### config.mk
export PLATFORM = sky130hd
export DESIGN_NAME = exc_entry_seq
export DESIGN_NICKNAME = d
export VERILOG_FILES = /design/src/rtl/exc_pkg.sv /design/src/rtl/exc_ctrl.sv /design/src/rtl/exc_dpath.sv /design/src/rtl/exc_entry_seq.sv
export SDC_FILE = /design/constraint.sdc
export NUM_CORES = 1
export LEC_CHECK = 0
export ABC_AREA = 1
export BUFFER_PORTS_ARGS = -buffer_cell sky130_fd_sc_hd__buf_2
export CELL_PAD_IN_SITES_DETAIL_PLACEMENT = 1
export CELL_PAD_IN_SITES_GLOBAL_PLACEMENT = 2
export CORE_MARGIN = 2
export CORE_UTILIZATION = 26
export DETAILED_ROUTE_END_ITERATION = 8
export GPL_TIMING_DRIVEN = 0
export PLACE_DENSITY_LB_ADDON = 0.1
export SYNTH_ARGS = -nofsm -noshare
export SYNTH_HDL_FRONTEND = slang
export SYNTH_HIERARCHICAL = 1
export SYNTH_SLANG_ARGS = --single-unit
### constraint.sdc
create_clock -name clk -period 3.1 [get_ports clk]
set_clock_uncertainty 0.05 [all_clocks]
set_input_delay 0.31 -clock clk [delete_from_list [all_inputs] [get_ports clk]]
set_output_delay 0.31 -clock clk [all_outputs]
set_load 0.02 [all_outputs]
### src/rtl/exc_pkg.sv
package exc_pkg;

  // Status-word bit positions decoded by the rest of the core
  localparam int BL_BIT    = 28;
  localparam int RB_BIT    = 29;
  localparam int MD_BIT    = 30;
  localparam int FD_BIT    = 15;
  localparam int IMASK_LSB = 4;

  // Exception codes with special handling
  localparam int CODE_POWER   = 'h000;
  localparam int CODE_MANRST  = 'h020;
  localparam int CODE_MULTI   = 'h140;
  localparam int CODE_TLBRD   = 'h040;
  localparam int CODE_TLBWR   = 'h060;
  localparam int CODE_TRAP    = 'h160;
  localparam int CODE_NOBLOCK = 'h1E0;

  // Vector offsets
  localparam int OFS_GENERAL = 'h100;
  localparam int OFS_TLB     = 'h400;
  localparam int OFS_IRQ     = 'h600;

  typedef enum logic [1:0] {
    VEC_RESET,
    VEC_TLB,
    VEC_GEN,
    VEC_IRQ
  } vecSel_e;

  typedef struct packed {
    logic    doEntry;
    logic    isExc;
    vecSel_e vecSel;
    logic    spcBack;
    logic    spcFwd;
    logic    reqReset;
    logic    clrSleep;
    logic    clrDelay;
  } seqCtl_t;

endpackage

### src/rtl/exc_ctrl.sv
module exc_ctrl
  import exc_pkg::*;
#(
  parameter int CODEW = 12
) (
  input  logic             take,
  input  logic             excValid,
  input  logic [CODEW-1:0] excCode,
  input  logic             irqReq,
  input  logic             ctrlVecValid,
  input  logic             inDelaySlot,
  input  logic             sleeping,
  input  logic             blocked,
  output seqCtl_t          ctl
);

  logic irqCand;
  logic blockExc;
  logic blockIrq;
  logic isResetCls;
  logic isTlbCls;

  always_comb begin
    irqCand    = irqReq && !excValid && !inDelaySlot;
    blockExc   = blocked && excValid && (excCode != CODEW'(CODE_NOBLOCK));
    blockIrq   = blocked && irqCand && !sleeping;
    isResetCls = (excCode == CODEW'(CODE_POWER)) ||
                 (excCode == CODEW'(CODE_MANRST)) ||
                 (excCode == CODEW'(CODE_MULTI));
    isTlbCls   = (excCode == CODEW'(CODE_TLBRD)) ||
                 (excCode == CODEW'(CODE_TLBWR));
  end

  always_comb begin
    ctl = '0;
    ctl.vecSel = VEC_GEN;
    if (take) begin
      if (blockExc) begin
        ctl.reqReset = 1'b1;
      end else if (!blockIrq) begin
        ctl.clrSleep = 1'b1;
        if (excValid) begin
          ctl.doEntry = 1'b1;
          ctl.isExc   = 1'b1;
          ctl.spcFwd  = (excCode == CODEW'(CODE_TRAP));
          if (isResetCls)    ctl.vecSel = VEC_RESET;
          else if (isTlbCls) ctl.vecSel = VEC_TLB;
          else               ctl.vecSel = VEC_GEN;
        end else if (irqCand && ctrlVecValid) begin
          ctl.doEntry = 1'b1;
          ctl.vecSel  = VEC_IRQ;
        end
        ctl.spcBack  = ctl.doEntry && inDelaySlot;
        ctl.clrDelay = ctl.doEntry && inDelaySlot;
      end
    end
  end

endmodule

### src/rtl/exc_dpath.sv
module exc_dpath
  import exc_pkg::*;
#(
  parameter int          XLEN     = 32,
  parameter int          CODEW    = 12,
  parameter int          VECW     = 12,
  parameter int          MASKW    = 4,
  parameter logic [XLEN-1:0] RESET_PC = XLEN'(32'hA000_0000)
) (
  input  logic             clk,
  input  logic             rstN,
  input  seqCtl_t          ctl,
  input  logic [XLEN-1:0]  srIn,
  input  logic [XLEN-1:0]  pcIn,
  input  logic [XLEN-1:0]  r15In,
  input  logic [XLEN-1:0]  vbrIn,
  input  logic [CODEW-1:0] excCode,
  input  logic [VECW-1:0]  ctrlVec,
  output logic             done,
  output logic             resetReq,
  output logic             sleepClr,
  output logic             delayClr,
  output logic [XLEN-1:0]  srOut,
  output logic [XLEN-1:0]  pcOut,
  output logic [XLEN-1:0]  spcOut,
  output logic [XLEN-1:0]  ssrOut,
  output logic [XLEN-1:0]  sgrOut,
  output logic [CODEW-1:0] expevtOut,
  output logic [VECW-1:0]  intevtOut
);

  logic [XLEN-1:0] backAdj;
  logic [XLEN-1:0] fwdAdj;
  logic [XLEN-1:0] spcNext;
  logic [XLEN-1:0] srNext;
  logic [XLEN-1:0] pcNext;

  always_comb begin
    backAdj = ctl.spcBack ? XLEN'(2) : '0;
    fwdAdj  = ctl.spcFwd  ? XLEN'(2) : '0;
    spcNext = pcIn - backAdj + fwdAdj;
  end

  always_comb begin
    srNext = srIn;
    srNext[BL_BIT] = 1'b1;
    srNext[MD_BIT] = 1'b1;
    srNext[RB_BIT] = 1'b1;
    if (ctl.vecSel == VEC_RESET) begin
      srNext[FD_BIT] = 1'b0;
      srNext[IMASK_LSB +: MASKW] = '1;
    end
  end

  always_comb begin
    unique case (ctl.vecSel)
      VEC_RESET: pcNext = RESET_PC;
      VEC_TLB:   pcNext = vbrIn + XLEN'(OFS_TLB);
      VEC_IRQ:   pcNext = vbrIn + XLEN'(OFS_IRQ);
      default:   pcNext = vbrIn + XLEN'(OFS_GENERAL);
    endcase
  end

  always_ff @(posedge clk) begin
    if (!rstN) begin
      done      <= 1'b0;
      resetReq  <= 1'b0;
      sleepClr  <= 1'b0;
      delayClr  <= 1'b0;
      srOut     <= '0;
      pcOut     <= '0;
      spcOut    <= '0;
      ssrOut    <= '0;
      sgrOut    <= '0;
      expevtOut <= '0;
      intevtOut <= '0;
    end else begin
      done     <= ctl.doEntry;
      resetReq <= ctl.reqReset;
      sleepClr <= ctl.clrSleep;
      delayClr <= ctl.clrDelay;
      if (ctl.doEntry) begin
        srOut  <= srNext;
        pcOut  <= pcNext;
        spcOut <= spcNext;
        ssrOut <= srIn;
        sgrOut <= r15In;
        if (ctl.isExc) expevtOut <= excCode;
        else           intevtOut <= ctrlVec;
      end
    end
  end

endmodule

### src/rtl/exc_entry_seq.sv
module exc_entry_seq
  import exc_pkg::*;
#(
  parameter int XLEN  = 32,
  parameter int CODEW = 12,
  parameter int VECW  = 12,
  parameter int MASKW = 4
) (
  input  logic             clk,
  input  logic             rstN,
  input  logic             take,
  input  logic             excValid,
  input  logic [CODEW-1:0] excCode,
  input  logic             irqReq,
  input  logic             ctrlVecValid,
  input  logic [VECW-1:0]  ctrlVec,
  output logic [MASKW-1:0] irqLevel,
  input  logic [XLEN-1:0]  srIn,
  input  logic [XLEN-1:0]  pcIn,
  input  logic [XLEN-1:0]  r15In,
  input  logic [XLEN-1:0]  vbrIn,
  input  logic             inDelaySlot,
  input  logic             sleeping,
  output logic             done,
  output logic             resetReq,
  output logic             sleepClr,
  output logic             delayClr,
  output logic [XLEN-1:0]  srOut,
  output logic [XLEN-1:0]  pcOut,
  output logic [XLEN-1:0]  spcOut,
  output logic [XLEN-1:0]  ssrOut,
  output logic [XLEN-1:0]  sgrOut,
  output logic [CODEW-1:0] expevtOut,
  output logic [VECW-1:0]  intevtOut
);

  seqCtl_t ctl;

  assign irqLevel = srIn[IMASK_LSB +: MASKW];

  exc_ctrl #(.CODEW(CODEW)) ctrl_i (
    .take         (take),
    .excValid     (excValid),
    .excCode      (excCode),
    .irqReq       (irqReq),
    .ctrlVecValid (ctrlVecValid),
    .inDelaySlot  (inDelaySlot),
    .sleeping     (sleeping),
    .blocked      (srIn[BL_BIT]),
    .ctl          (ctl)
  );

  exc_dpath #(
    .XLEN(XLEN), .CODEW(CODEW), .VECW(VECW), .MASKW(MASKW)
  ) dpath_i (
    .clk       (clk),
    .rstN      (rstN),
    .ctl       (ctl),
    .srIn      (srIn),
    .pcIn      (pcIn),
    .r15In     (r15In),
    .vbrIn     (vbrIn),
    .excCode   (excCode),
    .ctrlVec   (ctrlVec),
    .done      (done),
    .resetReq  (resetReq),
    .sleepClr  (sleepClr),
    .delayClr  (delayClr),
    .srOut     (srOut),
    .pcOut     (pcOut),
    .spcOut    (spcOut),
    .ssrOut    (ssrOut),
    .sgrOut    (sgrOut),
    .expevtOut (expevtOut),
    .intevtOut (intevtOut)
  );

endmodule

==> flow_summary.ini <==
[outcome]
status = finished, final reports clean

[cts]
htreeDepth = 4
clkTransAtPathRegs_ns = 0.08
numCtsBuffers = 17
cts_root_buf = clkbuf_16
clock-sinks = 162
cts_buffer_depth = 2
cts_tree = done
worstSkewPairLatency_ns = 0.44

[yosys]
yosysTopAreaCell = dfxtp_1
synth.avg_cell_area_sq_um = 6.11
ys.flop_type = dfxtp_1
syn-num-nets = 1873
synth_edf_count = 0
netlist_area_sq_um = 10200
ys_warn_count = 6
synth_top_area_frac = 0.317
synth_mux_area_frac = 0
ys_ff_latch = 162
seq_area_frac_synth = 0.317
synthSimpleGateAreaFrac = 0.339
synth_area_leaders = dfxtp_1, nand2_1, nor2_1, inv_1, o21ai_0
synth_top_family_by_area = simple AND/OR/NAND/NOR gates
synth_compound_area_frac = 0.144
synth_xor_area_frac = 0.0162
synthArstFlopShare = 0
synth_commonest_cells = nand2_1, nor2_1, inv_1
ys_types = 41
synth_most_common_cell = nand2_1
synthCells = 1677
synth_adder_area_share = 0.0454

[critical_path]
cp_max_fo = 10
crit_arrival_ns = 3.25
end_kind = register
critPathKind = in -> reg
critical_path.startpoint_type = input port
cp.required_ns = 3.42

[global_route]
grt-ovfl-total = 0
grt_max_degree = 17
use_met3 = 0.0234
met2_usage = 0.416
grt_pass1_vias = 12003
gr-usage-met1 = 0.290
grt.busiest_layer = met2
grt_usage = 0.229
antenna_found_initial = 2
grt_pass1_wl_um = 71500

[drt]
wl_um = 47300
ant_nets = 0
via_count = 11828
dr.pass1.iters = 5
wl_per_cell_um = 18.3
dr.first_iter.drc_count = 494
drc = 0
via_per_inst = 4.59

[floorplan]
initial_utilization = 0.264
rows = 72
die_w_um = 203
design.core.area_sq_um = 38700
die_h_um = 203
die_area_sq_um = 41000
io_pins = 352

[place]
gp_congestion = 0.837
dpl_cell_area_sq_um = 12600
pre_cts_ws_ns = -0.696
dp_hpwl_um = 38700
io_buffers = 348

[min_path]
worstHoldPathType = in -> reg

[timing]
hold_violations = 0
max_freq_mhz = 341
tightestPinTransition_ns = 0.974
slew-limit-headroom = 0.351
period_share = 0.945
final_max_slew_viol_count = 0
fin_ws_ns = 0.169
min_period_ns = 2.93
setup_tns_ns = 0
setup_viol = 0

[finish]
fin_nets = 2242
syn_to_final_growth_pct = 30.0
fin_area_sq_um = 13300
drive_above_1_share = 0.234

[power_and_ir_drop]
p_per_area_nw_per_um2 = 461
vdd_drop_max_mv = 0.365
power.leakage_nw = 7.43
finalPower_mw = 6.14

[job]
max_cap_viol_count = 0
[sequential cells by signal, indices dropped and copies added (netlist names)]
name               flops
dpath_i/srOut         30
dpath_i/delayClr       1
dpath_i/sleepClr       1
dpath_i/intevtOut     12
dpath_i/sgrOut        32
dpath_i/ssrOut         8
dpath_i/pcOut         32
dpath_i/resetReq       1
dpath_i/spcOut        32
dpath_i/done           1
dpath_i/expevtOut     12
[report_power, final]
group | leakage, nW | internal (mW) | switching, mW
Clock | 0.302 | 1.30 | 1.02
Sequential | 1.33 | 2.22 | 0.0833
Combinational | 5.80 | 0.498 | 1.02
Total | 7.43 | 4.02 | 2.13
[final timing paths]
path / end / slack [ns] / from / depth (start not counted)
max: dpath_i/pcOut[25] / 0.17 / excCode[4] / 15
min: dpath_i/intevtOut[9] / 0.03 / ctrlVec[9] / 3
max reg2reg: dpath_i/pcOut[9] / 2.28 / dpath_i/pcOut[9] / 2
min reg2reg: dpath_i/ssrOut[15] / 0.42 / dpath_i/ssrOut[15] / 2
[metal layers]
layer / share of wire / vias up
li1: - / 5965
met1: 0.45 / 5590
met2: 0.50 / 236
met3: 0.034 / 35
met4: 0.016 / 2
met5: 0.00027 / -
[cells by family (layout without fill, tap and decap cells)]
| logic type | count (synthesis) | after routing |
|---|---|---|
| fa+ha+maj | 36 | 36 |
| simple gates | 836 | 836 |
| xor+xnor | 19 | 19 |
| compound gates | 280 | 280 |
| flops | 162 | 162 |
| other cells | 0 | 1 |
| buf+inv | 344 | 726 |
[repair_timing]
action	CTS	global route
hold buffers	0	0
pin swaps	0	3
gates resized for setup	7	13
endpoints found under the setup margin	10	20
setup buffers	0	2
hold endpoints to repair	0	0
[through the flow]
step | std cells | util | hold slack, ns
after floorplan | 1677 | - | 0.395
after global placement | 2543 | 0.326 | 0.405
after detailed placement | 2543 | 0.326 | 0.404
after CTS | 2575 | 0.343 | 0.0127
after global routing | 2578 | 0.344 | 0.0275
final | 2578 | 0.344 | 0.0346
[layout make-up]
cell class	count	area, sq um
Clock inverter	14	189
Buffer	89	472
Fill cell	5162	25400
Sequential cell	162	3240
Multi-Input combinational cell	1171	5620
Timing Repair Buffer	350	1760
Tap cell	518	648
Clock buffer	18	429
Antenna cell	1	2.50
Inverter	255	957
[cells in the final DEF (no fill, tap or decap), types with 3 or more instances in the layout]
cell,synthesis,layout
bufinv_16,0,3
buf_4,32,34
nand2_1,406,403
inv_6,0,4
nand2_4,3,3
o21ai_0,154,152
clkinv_1,4,4
nor3_1,6,6
o211ai_1,3,3
buf_2,7,355
buf_1,5,4
nor2_2,11,12
a211oi_1,4,4
dfxtp_1,162,162
o21bai_1,3,3
nand3_1,102,100
nor2_4,8,10
inv_2,12,13
or2_0,3,3
a31oi_1,13,13
nand4_1,8,8
nand3b_1,3,3
ha_1,34,34
a21oi_1,75,74
nand3_2,5,7
inv_8,0,3
a21oi_2,2,3
nand2_2,6,9
clkbuf_16,0,17
xor2_1,17,17
o21ai_1,17,19
nor2_1,273,270
inv_1,239,238
clkbuf_1,45,45
[critical path, cell delays in order]
cell and delay, ns:
buf_2 0.13, inv_1 0.09, nand2_1 0.06, nor2_1 0.13, nand3_2 0.15, nand2_4 0.11, nand3_2 0.07, nor2_1 0.48
nand2_1 0.51, inv_1 0.29, buf_2 0.36, nand3_1 0.12, nand3_1 0.21, nand2_1 0.08, a21oi_1 0.15
(Power assumes the default switching activity.)
